===== src/rtl/hfp_pkg.sv =====
package hfp_pkg;
  localparam int EXP_W  = 7;
  localparam int MAN_W  = 24;
  localparam int WORD_W = 1 + EXP_W + MAN_W;
  localparam int DIG_W  = 4;
  localparam int PROD_W = 2 * MAN_W;
  localparam int SEXP_W = EXP_W + 3;
  localparam int BIAS   = 1 << (EXP_W - 1);
  localparam int EMAX   = (1 << EXP_W) - 1;
endpackage


===== src/rtl/hfp_mul_mult.sv =====
module hfp_mul_mult
  import hfp_pkg::*;
(
  input  logic                     clk_i,
  input  logic                     rst_ni,
  input  logic                     valid_i,
  input  logic [WORD_W-1:0]        a_i,
  input  logic [WORD_W-1:0]        b_i,
  output logic                     valid_q_o,
  output logic                     zero_q_o,
  output logic                     sign_q_o,
  output logic signed [SEXP_W-1:0] exp_q_o,
  output logic [PROD_W-1:0]        prod_q_o
);
  logic [MAN_W-1:0] man_a, man_b;
  logic [EXP_W-1:0] ex_a, ex_b;
  logic signed [SEXP_W-1:0] exp_sum;

  assign man_a = a_i[MAN_W-1:0];
  assign man_b = b_i[MAN_W-1:0];
  assign ex_a  = a_i[WORD_W-2 -: EXP_W];
  assign ex_b  = b_i[WORD_W-2 -: EXP_W];
  assign exp_sum = $signed({3'b000, ex_a}) + $signed({3'b000, ex_b})
                 - $signed(SEXP_W'(BIAS));

  always_ff @(posedge clk_i or negedge rst_ni) begin
    if (!rst_ni) begin
      valid_q_o <= 1'b0;
      zero_q_o  <= 1'b0;
      sign_q_o  <= 1'b0;
      exp_q_o   <= '0;
      prod_q_o  <= '0;
    end else begin
      valid_q_o <= valid_i;
      if (valid_i) begin
        zero_q_o <= (man_a == '0) || (man_b == '0);
        sign_q_o <= a_i[WORD_W-1] ^ b_i[WORD_W-1];
        exp_q_o  <= exp_sum;
        prod_q_o <= man_a * man_b;
      end
    end
  end
endmodule


===== src/rtl/hfp_mul_norm.sv =====
module hfp_mul_norm
  import hfp_pkg::*;
(
  input  logic                     clk_i,
  input  logic                     rst_ni,
  input  logic                     valid_i,
  input  logic                     zero_i,
  input  logic                     sign_i,
  input  logic signed [SEXP_W-1:0] exp_i,
  input  logic [PROD_W-1:0]        prod_i,
  output logic                     valid_o,
  output logic [WORD_W-1:0]        word_o,
  output logic                     ovf_o,
  output logic                     unf_o
);
  localparam logic signed [SEXP_W-1:0] EHI = SEXP_W'(EMAX);

  logic                     lead_zero;
  logic [MAN_W-1:0]         man_n;
  logic signed [SEXP_W-1:0] exp_n;
  logic                     ovf_n, unf_n;
  logic [WORD_W-1:0]        word_n;

  always_comb begin
    lead_zero = (prod_i[PROD_W-1 -: DIG_W] == '0);
    // one hex digit shift is enough for normalized operands
    man_n = lead_zero ? prod_i[PROD_W-1-DIG_W -: MAN_W] : prod_i[PROD_W-1 -: MAN_W];
    exp_n = exp_i - (lead_zero ? SEXP_W'(1) : SEXP_W'(0));
    ovf_n = !zero_i && (exp_n > EHI);
    unf_n = !zero_i && (exp_n < 0);
    if (zero_i || unf_n)
      word_n = '0;
    else if (ovf_n)
      word_n = {sign_i, {EXP_W{1'b1}}, {MAN_W{1'b1}}};
    else
      word_n = {sign_i, exp_n[EXP_W-1:0], man_n};
  end

  always_ff @(posedge clk_i or negedge rst_ni) begin
    if (!rst_ni) begin
      valid_o <= 1'b0;
      word_o  <= '0;
      ovf_o   <= 1'b0;
      unf_o   <= 1'b0;
    end else begin
      valid_o <= valid_i;
      ovf_o   <= valid_i && ovf_n;
      unf_o   <= valid_i && unf_n;
      if (valid_i) word_o <= word_n;
    end
  end
endmodule


===== src/rtl/hfp_mul.sv =====
module hfp_mul
  import hfp_pkg::*;
(
  input  logic              clk_i,
  input  logic              rst_ni,
  input  logic              valid_i,
  input  logic [WORD_W-1:0] a_i,
  input  logic [WORD_W-1:0] b_i,
  output logic              valid_o,
  output logic [WORD_W-1:0] p_o,
  output logic              ovf_o,
  output logic              unf_o
);
  logic                     s1_valid, s1_zero, s1_sign;
  logic signed [SEXP_W-1:0] s1_exp;
  logic [PROD_W-1:0]        s1_prod;

  hfp_mul_mult u_mult (
    .clk_i     (clk_i),
    .rst_ni    (rst_ni),
    .valid_i   (valid_i),
    .a_i       (a_i),
    .b_i       (b_i),
    .valid_q_o (s1_valid),
    .zero_q_o  (s1_zero),
    .sign_q_o  (s1_sign),
    .exp_q_o   (s1_exp),
    .prod_q_o  (s1_prod)
  );

  hfp_mul_norm u_norm (
    .clk_i   (clk_i),
    .rst_ni  (rst_ni),
    .valid_i (s1_valid),
    .zero_i  (s1_zero),
    .sign_i  (s1_sign),
    .exp_i   (s1_exp),
    .prod_i  (s1_prod),
    .valid_o (valid_o),
    .word_o  (p_o),
    .ovf_o   (ovf_o),
    .unf_o   (unf_o)
  );
endmodule


===== config.mk =====
export PLATFORM = sky130hd
export DESIGN_NAME = hfp_mul
export DESIGN_NICKNAME = d
export VERILOG_FILES = /design/src/rtl/hfp_pkg.sv /design/src/rtl/hfp_mul_mult.sv /design/src/rtl/hfp_mul_norm.sv /design/src/rtl/hfp_mul.sv
export SDC_FILE = /design/constraint.sdc
export NUM_CORES = 2
export LEC_CHECK = 0
export BUFFER_PORTS_ARGS = -buffer_cell sky130_fd_sc_hd__buf_2
export CAP_MARGIN = 20
export CORE_MARGIN = 1.5
export CORE_UTILIZATION = 59
export CTS_CLUSTER_SIZE = 10
export DETAILED_ROUTE_END_ITERATION = 10
export GPL_TIMING_DRIVEN = 0
export HOLD_SLACK_MARGIN = 0.1
export PLACE_DENSITY = 0.8
export SLEW_MARGIN = 40
export SYNTH_ARGS = -nofsm -noshare
export SYNTH_HDL_FRONTEND = slang
export SYNTH_SLANG_ARGS = --single-unit

===== constraint.sdc =====
create_clock -name clk_i -period 3.3 [get_ports clk_i]
set_input_delay 0.165 -clock clk_i [delete_from_list [all_inputs] [get_ports clk_i]]
set_output_delay 0.165 -clock clk_i [all_outputs]
set_load 0.03 [all_outputs]

==> key figures <==
Critical path
  • Worst r2r src: u_mult.prod_q_o[45]
  • Max incr delay on CP: 0.57 ns
  • WP data arrival: 6.64 ns
  • Buffers & Inverters on Critical Path: 9
  • Required time of the critical path: 3.53 ns
  • Worst setup path class: in2reg
  • CP Capture Type: flop
  • CP dominant cell by count: inv_2
  • Worst setup SP type: primary input
  • CP Launch Point: b_i[7]
  • Slowest CP cell: fa_2
  • CP Max Fanout: 7
  • CP top delay family: adder cells

Detailed routing
  • Residual DRC count: 0
  • Via density: 5.92
  • Drt total wl: 80600 um
  • DR iter-0 viols: around 1900
  • WL per Instance: 24.5 um
  • DRT Pass-1 Iters: 8
  • Via Count: 19511
  • Final ANT Viol Nets: 0

CTS
  • Clk buf depth: 2
  • CTS sink cnt: 75
  • Clock root buffer: clkbuf_16
  • CTS tree: yes
  • Inserted Clock Buffers: 9
  • Clock-pin slew on the worst setup and hold paths: 0.06 ns
  • H-Tree Depth: 3
  • Skew-Pair Late Insertion Delay: between 0.3 and 0.4 ns

STA
  • Unrepaired setup endpoints after global routing: yes
  • Period minus WS final: 6.41 ns
  • Final count of hold timing violations: 0
  • Final WS setup: -3.11 ns
  • Max Clk Rate: 156 MHz
  • Final setup fails: 28
  • Worst Max-Slew Pin Slew: roughly 0.93 ns
  • Fin. max-slew vios: 0
  • Hold slack: 0.128 ns
  • Slew margin rel.: 0.383
  • Clk_skew: 0.00636 ns
  • Fin crit share: 1.94

Synth
  • Asr flop ratio synth: 1.00
  • Number of synthesized flops with an enable pin: 0
  • Primary FF master, synth: dfrtp_1
  • Mapped Area: 22300 um^2
  • Seq/Total Area, Yosys: 0.0842
  • Synthesis-stage register bit count: 75
  • Post-Synthesis Cells: 2486
  • Yosys Warn Count: 0
  • Post-synth net total: between 3000 and 4000
  • Unique masters post-synth: 64
  • Avg Inst Size Synth: between 8 and 9 um^2

Global routing
  • Initial antenna violation count: 3
  • Vias in the first global route: 20642
  • Pin count of the biggest net entering global routing: 44
  • First-pass GRT wire length: 119000 um
  • Tot GR Track Use: 0.419
  • Grt total ovfl: 0

Placed design
  • Inst Count DP: 3099
  • I/O Buffers: ~100
  • Post-Place Worst Slack: -4.09 ns
  • Gpl congestion: 1.02
  • DP HPWL: slightly below 60000 um

Floorplanning
  • Die X-Extent: 197 um
  • I/O pins: 102
  • Chip Height: 197 um
  • Site Rows: 71
  • Initial Util: 0.596
  • Die area: 39000 um^2
  • Core area: 37400 um^2

Layout
  • Area Growth Syn to Fin: 28.7%
  • Fin cells: approximately 3300
  • # fillers: 2484
  • Finished Core Util: 0.767
  • Nets: between 3000 and 4000
  • Commonest non-fill, non-tap cell in the layout: inv_1
  • Most frequent cells in the layout: inv_1 (544), fa_1 (439), nand2_1 (344)
  • Proportion of layout cells with a drive suffix above 1: 0.247

Status
  • Status: finished with violations
  • Failing checks: negative setup slack

Hold path
  • Worst hold path class: in2reg
  • Min-delay src: a_i[31]

Job
  • Maxcap violations: 0
[registers in the layout, summed over array words and instances (netlist names)]
register and flops:
u_mult.exp_q_o 9, u_norm.unf_o 1, u_mult.sign_q_o 1, u_norm.valid_o 1, u_mult.zero_q_o 1, u_mult.prod_q_o 28, u_norm.word_o 32, u_mult.valid_q_o 1
u_norm.ovf_o 1
[layout make-up]
class	instances	area [um^2]	area share
clock buffers	9	225	0.00785
plain buffers	120	2110	0.0736
repair buffers	283	2650	0.0923
multi-input cells	1706	18900	0.660
well taps	511	639	0.0223
diodes	1	2.50	0.0000872
flip-flops and latches	75	1880	0.0654
inverters	581	2180	0.0761
clock inverters	7	68.8	0.00240
[Yosys cell counts, drive strengths merged (3+ instances only)]
cell    count  area [um^2]
a211oi      9         77.6
a21o       23          173
a21oi      50          265
a221oi      3         26.3
a31o        4         35.0
a31oi       6         37.5
and2      294         1840
and3       27          179
and4        6         52.6
buf         9         56.3
clkbuf    115          432
dfrtp      75         1880
fa        482         9650
ha        180         2250
inv       581         2180
mux2       24          270
nand2     362         1360
nand2b      4         25.0
nand3      14         70.1
nand4      12         75.1
nor2       30          113
nor2b       3         18.8
nor3       10         50.1
nor4       12         75.1
o211ai      4         30.0
o21a        3         22.5
o21ai      29          145
o21bai      8         60.1
o22ai      31          194
o311ai      3         33.8
o31ai       3         22.5
or3         7         43.8
or4         3         22.5
xnor2      25          219
xor2       10         87.6
[per-layer routing]
| layer | GRT usage | vias up | wire, um |
|---|---|---|---|
| met5 | 0 | - | 13 |
| met4 | 0.285 | 2 | 7060 |
| met3 | 0.0963 | 373 | 8930 |
| met2 | 0.660 | 1292 | 36600 |
| met1 | 0.517 | 9818 | 28100 |
| li1 | - | 8026 | - |
[through the flow]
stage / cell area [um^2] / setup TNS [ns]
after floorplan: 23200 / -66.95
after global routing: 28700 / -82.74
after detailed placement: 24300 / -119.65
after global placement: 24300 / -115.27
final: 28700 / -80.07
after CTS: 27800 / -75.85
[what timing repair did]
| item | 4_1_cts | 5_1_grt |
|---|---|---|
| setup buffers | 123 | 55 |
| pin swaps | 129 | 81 |
| endpoints found under the hold margin | 76 | 0 |
| gates cloned | 4 | 1 |
| resized for setup | 456 | 118 |
| hold buffers | 2 | 0 |
| endpoints found under the setup margin | 61 | 58 |
[cell families after synthesis]
kind of cell               synth area share
DFF                                  0.0842
muxes                                0.0126
AOI/OAI and AO/OA                    0.0562
xor gates and xnor gates             0.0137
buffers and inverters                 0.120
adders and majority gates             0.534
and+or+nand+nor                       0.180
[worst paths after layout]
kind,end,slack (ns),cells after the start
setup / recovery,u_mult.prod_q_o[44],-3.11,26
hold / removal,u_mult.sign_q_o,0.13,3
setup reg to reg,u_norm.word_o[0],0.13,11
hold reg to reg,u_norm.valid_o,0.37,0
max in group asynchronous,u_mult.prod_q_o[38],2.50,3
min in group asynchronous,u_mult.exp_q_o[7],0.26,2
[tightest hold or removal path: stages]
cell	delay, ns
buf_2	0.08
xnor2_1	0.12
a21oi_1	0.06
Power is left out: the tool's default activity adds up to more than one toggle a clock period on the data nets, which glitch-free logic cannot reach.
